===== config.mk =====
export PLATFORM = sky130hd
export DESIGN_NAME = hib_wake_seq
export DESIGN_NICKNAME = d
export VERILOG_FILES = /design/src/rtl/hib_pkg.sv /design/src/rtl/hib_regs.sv /design/src/rtl/hib_seq.sv /design/src/rtl/hib_wake_seq.sv
export SDC_FILE = /design/constraint.sdc
export NUM_CORES = 1
export LEC_CHECK = 0
export BUFFER_PORTS_ARGS = -buffer_cell sky130_fd_sc_hd__buf_2
export CORE_MARGIN = 4
export CORE_UTILIZATION = 45
export CTS_CLUSTER_DIAMETER = 50
export CTS_CLUSTER_SIZE = 10
export DETAILED_ROUTE_END_ITERATION = 8
export GPL_ROUTABILITY_DRIVEN = 1
export MAX_ROUTING_LAYER = met4
export PLACE_DENSITY = 0.77
export SLEW_MARGIN = 20
export SYNTH_ARGS = -nofsm -noshare
export SYNTH_HDL_FRONTEND = slang
export SYNTH_HIERARCHICAL = 1
export SYNTH_SLANG_ARGS = --single-unit

===== constraint.sdc =====
create_clock -name clk -period 6.6 [get_ports clk]
set_input_delay 0.33 -clock clk [delete_from_list [all_inputs] [get_ports clk]]
set_output_delay 0.33 -clock clk [all_outputs]
set_load 0.005 [all_outputs]

===== src/rtl/hib_pkg.sv =====
package hib_pkg;

    localparam int unsigned HIB_ADDR_W = 8;
    localparam int unsigned HIB_DATA_W = 32;

    // byte offsets that software decodes
    localparam logic [HIB_ADDR_W-1:0] OFS_HIB_CTRL = 8'h20;
    localparam logic [HIB_ADDR_W-1:0] OFS_WAKE_FLT = 8'h24;
    localparam logic [HIB_ADDR_W-1:0] OFS_RST_HOLD = 8'h28;

    // implemented slices of the two count registers
    localparam int unsigned CNT_LSB  = 5;
    localparam int unsigned FLT_MSB  = 15;
    localparam int unsigned HOLD_MSB = 11;

    typedef enum logic [1:0] {
        ST_RUN    = 2'd0,
        ST_SLEEP  = 2'd1,
        ST_FILTER = 2'd2,
        ST_HOLD   = 2'd3
    } seq_state_e;

endpackage


===== src/rtl/hib_regs.sv =====
module hib_regs
    import hib_pkg::*;
#(
    parameter int unsigned ADDR_W   = HIB_ADDR_W,
    parameter int unsigned DATA_W   = HIB_DATA_W,
    parameter int unsigned LSB      = CNT_LSB,
    parameter int unsigned F_MSB    = FLT_MSB,
    parameter int unsigned H_MSB    = HOLD_MSB,
    localparam int unsigned F_W     = F_MSB - LSB + 1,
    localparam int unsigned H_W     = H_MSB - LSB + 1,
    localparam int unsigned TICK_W  = F_MSB + 1
) (
    input  logic              clk,
    input  logic              rst_n,
    input  logic [ADDR_W-1:0] addr,
    input  logic              we,
    input  logic [DATA_W-1:0] wdata,
    output logic [DATA_W-1:0] rdata,
    output logic              sleep_req,
    output logic [TICK_W-1:0] flt_ticks,
    output logic [TICK_W-1:0] hold_ticks
);

    typedef struct packed {
        logic [F_W-1:0] flt;
        logic [H_W-1:0] hold;
    } regs_t;

    regs_t r_d, r_q;

    always_comb begin
        r_d = r_q;
        if (we && addr == OFS_WAKE_FLT) r_d.flt  = wdata[F_MSB:LSB];
        if (we && addr == OFS_RST_HOLD) r_d.hold = wdata[H_MSB:LSB];
    end

    always_ff @(posedge clk or negedge rst_n) begin
        if (!rst_n) r_q <= '0;
        else        r_q <= r_d;
    end

    assign sleep_req  = we && (addr == OFS_HIB_CTRL) && wdata[0];
    assign flt_ticks  = {r_q.flt, {LSB{1'b0}}};
    assign hold_ticks = {{(TICK_W-H_MSB-1){1'b0}}, r_q.hold, {LSB{1'b0}}};

    always_comb begin
        rdata = '0;
        unique case (addr)
            OFS_WAKE_FLT: rdata[F_MSB:LSB] = r_q.flt;
            OFS_RST_HOLD: rdata[H_MSB:LSB] = r_q.hold;
            default:      rdata = '0;
        endcase
    end


    flt_rd_mask_chk: assert property (@(posedge clk) disable iff (!rst_n)
        (addr == OFS_WAKE_FLT) |-> (rdata[LSB-1:0] == '0 && rdata[DATA_W-1:F_MSB+1] == '0));

    hold_rd_mask_chk: assert property (@(posedge clk) disable iff (!rst_n)
        (addr == OFS_RST_HOLD) |-> (rdata[LSB-1:0] == '0 && rdata[DATA_W-1:H_MSB+1] == '0));

endmodule


===== src/rtl/hib_seq.sv =====
module hib_seq
    import hib_pkg::*;
#(
    parameter int unsigned TICK_W = FLT_MSB + 1
) (
    input  logic              clk,
    input  logic              rst_n,
    input  logic              sleep_req,
    input  logic              wake_n,
    input  logic [TICK_W-1:0] flt_ticks,
    input  logic [TICK_W-1:0] hold_ticks,
    output logic              pwr_en,
    output logic              sys_rst_n
);

    typedef struct packed {
        seq_state_e        st;
        logic [TICK_W-1:0] cnt;
    } seq_t;

    seq_t s_d, s_q;

    always_comb begin
        s_d = s_q;
        unique case (s_q.st)
            ST_RUN: begin
                if (sleep_req) begin
                    s_d.st  = ST_SLEEP;
                    s_d.cnt = '0;
                end
            end
            ST_SLEEP: begin
                if (!wake_n) begin
                    s_d.st  = ST_FILTER;
                    s_d.cnt = '0;
                end
            end
            ST_FILTER: begin
                if (wake_n) begin
                    s_d.st  = ST_SLEEP;
                    s_d.cnt = '0;
                end else if (s_q.cnt >= flt_ticks) begin
                    s_d.st  = ST_HOLD;
                    s_d.cnt = '0;
                end else begin
                    s_d.cnt = s_q.cnt + 1'b1;
                end
            end
            ST_HOLD: begin
                if (s_q.cnt >= hold_ticks) begin
                    s_d.st  = ST_RUN;
                    s_d.cnt = '0;
                end else begin
                    s_d.cnt = s_q.cnt + 1'b1;
                end
            end
            default: s_d = '{st: ST_RUN, cnt: '0};
        endcase
    end

    always_ff @(posedge clk or negedge rst_n) begin
        if (!rst_n) s_q <= '{st: ST_RUN, cnt: '0};
        else        s_q <= s_d;
    end

    assign pwr_en    = !(s_q.st == ST_SLEEP || s_q.st == ST_FILTER);
    assign sys_rst_n = (s_q.st != ST_HOLD);


    sleep_drop_chk: assert property (@(posedge clk) disable iff (!rst_n)
        (s_q.st == ST_RUN && sleep_req) |=> !pwr_en);

    glitch_back_chk: assert property (@(posedge clk) disable iff (!rst_n)
        (s_q.st == ST_FILTER && wake_n) |=> (s_q.st == ST_SLEEP && !pwr_en));

    never_both_low_chk: assert property (@(posedge clk) disable iff (!rst_n)
        !(!pwr_en && !sys_rst_n));

    power_with_reset_chk: assert property (@(posedge clk) disable iff (!rst_n)
        $rose(pwr_en) |-> !sys_rst_n);

    reset_release_chk: assert property (@(posedge clk) disable iff (!rst_n)
        $rose(sys_rst_n) |-> (pwr_en && s_q.st == ST_RUN));

endmodule


===== src/rtl/hib_wake_seq.sv =====
module hib_wake_seq
    import hib_pkg::*;
(
    input  logic                  clk,
    input  logic                  rst_n,
    input  logic [HIB_ADDR_W-1:0] reg_addr,
    input  logic                  reg_we,
    input  logic [HIB_DATA_W-1:0] reg_wdata,
    output logic [HIB_DATA_W-1:0] reg_rdata,
    input  logic                  wake_n,
    output logic                  pwr_en,
    output logic                  sys_rst_n
);

    localparam int unsigned TICK_W = FLT_MSB + 1;

    logic              sleep_req;
    logic [TICK_W-1:0] flt_ticks;
    logic [TICK_W-1:0] hold_ticks;

    hib_regs #(
        .ADDR_W (HIB_ADDR_W),
        .DATA_W (HIB_DATA_W),
        .LSB    (CNT_LSB),
        .F_MSB  (FLT_MSB),
        .H_MSB  (HOLD_MSB)
    ) u_regs (
        .clk        (clk),
        .rst_n      (rst_n),
        .addr       (reg_addr),
        .we         (reg_we),
        .wdata      (reg_wdata),
        .rdata      (reg_rdata),
        .sleep_req  (sleep_req),
        .flt_ticks  (flt_ticks),
        .hold_ticks (hold_ticks)
    );

    hib_seq #(
        .TICK_W (TICK_W)
    ) u_seq (
        .clk        (clk),
        .rst_n      (rst_n),
        .sleep_req  (sleep_req),
        .wake_n     (wake_n),
        .flt_ticks  (flt_ticks),
        .hold_ticks (hold_ticks),
        .pwr_en     (pwr_en),
        .sys_rst_n  (sys_rst_n)
    );

endmodule


==> results.ini, run 1 <==
[status]
status=finished clean

[final_layout]
synthToLayoutAreaGrowth_pct=7.90
regArea_um2=901
final_layout_size_suffix_gt1_share_pct=21.1
nets=451
final_common_cell=ha_1
final_cells=447
n_fill_cell=582
multi_input_area_um2=1880
diodes=0
final_cell_mix=ha_1 (38), inv_1 (37), buf_2 (36), dfrtp_1 (36), conb_1 (35)
final_area_um2=3330

[timing]
final_max_slew_viol_count=0
whs_ps=129
hold_viol=0
skew_ps=6.82
rsz0062_at_grt=false
min_period_over_period_pct=42.3
setup_viol=0
period_minus_slack_ps=2790
max_freq_mhz=358
slew_headroom_pct=38.9
finalSetupTns_ps=0
max_slew.worst_pin.slew_ps=915

[cts]
cts_max_path_buffers=2
ctsHoldBuffers=0
clock_latency_ps=300
cts_tree=built
htreeDepth=2
cts.reportedPaths.clkPinSlew_ps=80
cts_sinks=36
cts_setup_buffers=0
clockRootBuffer=clkbuf_8
cts_buffers=5
cts-resized-gates=0

[logic_synthesis]
ys_async_sr_fraction_pct=100
ys_seq_elements=36
syn-cell-area_um2=3090
synthFlopType=dfrtp_1
ys.warnings.count=6
avgSynthCellArea_um2=9.30
synth.distinct_cells=50
seq_area_frac_synth_pct=29.2
syn_inst=332
synth_edf_count=0

[setup_path]
cpPeakStageDelay_ps=650
cp.required_ps=6790
reg2reg_from=u_seq/s_q[7]
worstPathCellList=ha_1 -> a21oi_1 -> a31oi_1 -> a2111oi_0 -> o211ai_2 -> a21oi_4 -> nand2b_4 -> o41ai_2
r2r_setup_slack_ps=3810
critPathKind=reg2reg
r2r-end=u_seq/s_q[10]
worstPathArrival_ps=2990
worst-path-buf-inv=0
startpoint_type=flop
crit_family=compound AO/OA/AOI/OAI gates
endpoint_kind=flop
reg2regPathDepth=8
cp_num_cells=8
cp_slowest_cell=a2111oi_0
worst-path-max-fanout=8
cp-startpoint=u_seq/s_q[7]
worstSetupEndpoint=u_seq/s_q[10]

[power]
switching_power_uw=251
leakagePower_nw=1.69
fin_total_pwr_uw=721
pwr-share-comb_pct=34.9
p_per_area_nw_per_um2=216
p_int_uw=469
pwr-share-clk_pct=30.3
vdd_ir_drop_max_uv=212
sw_frac_of_total_pct=34.9
pwr-share-seq_pct=34.8

[global_route]
globalRouteTotalUtil_pct=16.3
grt_pass1_wl_um=10700
grt_max_degree=37
grt_overflow=0
grt_pass1_vias=2380
antenna_found_initial=0

[route]
vias_per_cell=5.38
wirelength_um=6340
wl_per_cell_um=14.2
drc_errors=0
num_vias=2406
drt-initial-drc-count=112
postRouteAntennaNets=0
first_pass_iters=5

[worst_hold_path]
hold_path.class=in2async

[die]
rows=29
die_h_um=90.9
top_level_ports=78
core-area_um2=6490
dieArea_um2=8250
die_w_um=90.9
start_util_pct=47.6

[place]
port_buffers=36
dp_hpwl_um=4850
dpl.cell_count=439
placed_cell_area_um2=3210
place_congestion=0.814

[job]
maxCapViolCount=0

cells in the mapped netlist (2+ instances only):
| master | instances | area [um^2] |
|---|---|---|
| o31ai_1 | 2 | 15.0 |
| nand4_1 | 7 | 43.8 |
| mux2_4 | 10 | 150 |
| o41ai_2 | 2 | 32.5 |
| or3_1 | 2 | 12.5 |
| inv_1 | 37 | 139 |
| nor2b_1 | 6 | 37.5 |
| clkbuf_1 | 3 | 11.3 |
| mux2i_1 | 6 | 60.1 |
| nor2_1 | 19 | 71.3 |
| nand2b_1 | 3 | 18.8 |
| nand3_1 | 9 | 45.0 |
| a21o_1 | 2 | 15.0 |
| ha_1 | 38 | 475 |
| mux2_2 | 8 | 90.1 |
| dfrtp_1 | 36 | 901 |
| o21ai_0 | 11 | 55.1 |
| a22oi_1 | 7 | 52.6 |
| a21oi_1 | 10 | 50.1 |
| o21a_1 | 2 | 15.0 |
| nand2b_4 | 2 | 27.5 |
| buf_4 | 35 | 263 |
| a2111oi_0 | 2 | 17.5 |
| a211oi_1 | 5 | 37.5 |
| a31oi_1 | 2 | 12.5 |
| nor3_1 | 4 | 20.0 |
| and3_1 | 8 | 50.1 |
| o21ai_1 | 8 | 40.0 |
| nand4_2 | 2 | 25.0 |
| nand2_1 | 24 | 90.1 |
cell families (layout without fill, tap and decap cells):
kind of cell / after synthesis / in the layout / share of synthesized area (%)
other cells: 1 / 35 / 0.121
simple gates: 94 / 94 / 16.8
flops: 36 / 36 / 29.2
buf+inv: 78 / 82 / 14.0
fa+ha+maj: 38 / 38 / 15.4
compound gates: 61 / 61 / 14.8
mux: 24 / 24 / 9.72
flip-flops by register name (all words and copies together) (netlist names):
name	count
u_seq/s_q	18
u_regs/flt_ticks	11
u_regs/hold_ticks	7
power by group through the flow:
stage | Combinational (mW) | Clock (mW) | Sequential [mW]
floorplan | 0.202 | 0 | 0.250
global placement | 0.241 | 0 | 0.254
detailed placement | 0.251 | 0 | 0.254
CTS | 0.252 | 0.224 | 0.250
global route | 0.280 | 0.235 | 0.253
finish | 0.252 | 0.218 | 0.251
cell type report:
cell class              count  area share [%]
clock buffers               7            2.89
clock inverters             1           0.901
inverters                  37            4.17
multi-input cells         252            56.5
flip-flops and latches     36            27.0
well taps                  77            2.89
repair buffers             37            5.63
stage by stage:
stage	setup slack, ps	utilization (%)
6_report	3810	51.3
5_1_grt	3660	51.3
4_1_cts	3830	51.3
3_5_place_dp	3860	49.4
3_3_place_gp	3870	49.4
2_1_floorplan	4300	-
worst min path at each step:
stage / from / endpoint / slack, ps
after floorplan: rst_n / u_regs/flt_ticks[10] / 30
after global placement: rst_n / u_regs/flt_ticks[7] / 470
after detailed placement: rst_n / u_regs/flt_ticks[7] / 490
after CTS: rst_n / u_regs/flt_ticks[7] / 160
after global routing: rst_n / u_regs/flt_ticks[7] / 190
final: rst_n / u_regs/flt_ticks[7] / 130
layer usage:
metal  up-vias  track usage [%]  wire length [um]
met1      1164             19.2              2800
met5         -                -                 0
li1       1171                -                 -
met2        63             26.7              3140
met3         8             4.58               332
met4         0             5.90                72
Note: power is estimated with default switching activity, not from simulation.
==> run 2: changes to the inputs <==
--- a/config.mk
+++ b/config.mk
@@ -5,6 +5,7 @@
 export SDC_FILE = /design/constraint.sdc
 export NUM_CORES = 1
 export LEC_CHECK = 0
+export ABC_AREA = 1
 export BUFFER_PORTS_ARGS = -buffer_cell sky130_fd_sc_hd__buf_2
 export CORE_MARGIN = 4
 export CORE_UTILIZATION = 45
==> constraint.sdc (replaced) <==
create_clock -name clk -period 2.8 [get_ports clk]
set_input_delay 0.14 -clock clk [delete_from_list [all_inputs] [get_ports clk]]
set_output_delay 0.14 -clock clk [all_outputs]
set_load 0.005 [all_outputs]
==> run 2 against run 1 <==
Effect of this change:
- area after synthesis grew 7.6%
- final cell count grew 31%
- combinational power grew 80%
- worst setup slack lost 3000 ps
- power grew 97%
- design area grew 5.8%
- clock power grew 65%
- non-clock buffer count grew 3
- core utilization shrank 2.4 points
- via count grew 16%
- global-route usage grew 0.74 points
- synthesized cell count grew 36%
==> results.ini, run 2 <==
[cts]
clockRootBuffer=clkbuf_8
cts_setup_buffers=0
cts_sinks=36
htreeDepth=2
cts_buffers=5
cts_tree=built
cts.reportedPaths.clkPinSlew_ps=70
cts_max_path_buffers=2
clock_latency_ps=290

[setup_path]
worstPathArrival_ps=2220
startpoint_type=flop
critPathKind=reg2reg
worst-path-max-fanout=14
endpoint_kind=flop
cp.required_ps=3010

[logic_synthesis]
ys_async_sr_fraction_pct=100
syn-cell-area_um2=3320
synth_top_cell_area_share_pct=27.1
ys_seq_elements=36
synth_most_common_cell=nand2_1
synthTopCellsByCount=nand2_1 (124), inv_1 (63), buf_4 (38), ha_1 (38), dfrtp_1 (36)
synth_edf_count=0
ys.warnings.count=6
synth.distinct_cells=31
seq_area_frac_synth_pct=27.1
yosysTopAreaCell=dfrtp_1
avgSynthCellArea_um2=7.34
syn_inst=453
synthFlopType=dfrtp_1
synthTopCellsByArea=dfrtp_1 (27%), ha_1 (14%), nand2_1 (14%)

[final_layout]
final_cell_mix=nand2_1 (124), inv_1 (63), ha_1 (38), buf_2 (36), dfrtp_1 (36)
synthToLayoutAreaGrowth_pct=6.10
final_cells=587
nets=570
final_layout_size_suffix_gt1_share_pct=16.8
top_register=u_seq/s_q
final_common_cell=nand2_1
largest_reg_flops=18
diodes=0

[worst_hold_path]
hold_path.class=in2reg

[timing]
setup_viol=0
worst_slack_ps=787
slew_headroom_pct=44.6
skew_ps=5.82
hold_viol=0
min_period_over_period_pct=71.9
max_freq_mhz=497
finalSetupTns_ps=0
max_slew.worst_pin.slew_ps=832
final_max_slew_viol_count=0
rsz0062_at_grt=false
period_minus_slack_ps=2010

[global_route]
grt_pass1_wl_um=11700
grt_pass1_vias=2643
grt_overflow=0
antenna_found_initial=0
globalRouteTotalUtil_pct=17.1
grt_max_degree=37

[status]
status=finished clean

[route]
drc_errors=0
wl_per_cell_um=11.8
first_pass_iters=4
drt-initial-drc-count=102
vias_per_cell=4.75
num_vias=2787
postRouteAntennaNets=0
wirelength_um=6910

[place]
port_buffers=36
dp_hpwl_um=5320
dp_slack_ps=666
place_congestion=0.784
dpl.cell_count=579

[die]
die_w_um=94.0
rows=31
core-area_um2=7210
dieArea_um2=8830
start_util_pct=46.1
die_h_um=94.0
top_level_ports=78

[power]
leakagePower_nw=1.84
fin_total_pwr_mw=1.42
vdd_ir_drop_max_uv=393
p_per_area_nw_per_um2=402

[job]
maxCapViolCount=0

## run 2: worst paths after layout
kind / startpoint / endpoint / slack (ps) / cells past startpoint
worst max-delay path: u_seq/s_q[0] / u_seq/s_q[3] / 790 / 13
worst min-delay path: reg_wdata[13] / u_regs/flt_ticks[13] / 100 / 3
worst max register to register: u_seq/s_q[0] / u_seq/s_q[3] / 790 / 13
worst min register to register: u_regs/flt_ticks[5] / u_regs/flt_ticks[5] / 510 / 2
max in group asynchronous: rst_n / u_regs/flt_ticks[8] / 1780 / 2
min in group asynchronous: rst_n / u_seq/s_q[3] / 480 / 2
## run 2: kinds of logic (layout without fill, tap and decap cells)
family	count (synthesis)	after routing	share of synthesized area (%)
buffers and inverters	114	115	18.0
adder cells (fa/ha/maj)	38	38	14.3
other	1	35	0.113
AO/OA/AOI/OAI	33	33	6.51
flip-flops	36	36	27.1
AND/OR/NAND/NOR	218	218	30.6
XOR/XNOR	13	13	3.42
## run 2: through the flow
stage,hold slack (ps),instance area (um^2),util [%]
after global placement,271,3440,47.6
after detailed placement,288,3440,47.6
after CTS,99.5,3530,48.9
after floorplan,-156,3450,-
final,103,3530,48.9
after global routing,110,3530,48.9
## run 2: routing by layer
layer	track usage, %	share of wire [%]	wire length [um]	up-vias
li1	-	-	-	1437
met1	21.0	44	3040	1266
met2	29.2	50	3450	77
met3	2.80	4.9	341	7
met4	4.45	1.1	75	0
met5	-	0	0	-
## run 2: repair_timing
item / 4_1_cts / 5_1_grt
hold buffers: 1 / 0
hold endpoints to repair: 36 / 0
resized for setup: 0 / 0
## run 2: area by class of cell
cell class              instances  area (um^2)
fillers                       714         3690
repair buffers                 40          213
multi-input cells             337         1950
inverters                      68          255
clock buffers                   5         68.8
flip-flops and latches         36          901
well taps                      99          124
clock inverters                 2         12.5
## run 2: critical path, stage by stage, from the launching register on
cell,delay (ps)
dfrtp_1,550
inv_1,130
ha_1,290
nand2_1,60
nor2_1,40
nor2_1,70
nand2_1,80
nand2_1,70
nand2_1,60
nand2_1,70
nand2_2,70
nand2_4,90
nand2_4,140
o21ai_0,210
## run 2: power breakdown
group	total, mW	leakage, nW	switching [mW]	internal (mW)
clock	0.360	0.0400	0.191	0.168
combinational	0.454	1.31	0.300	0.154
sequential	0.603	0.497	0.0488	0.554
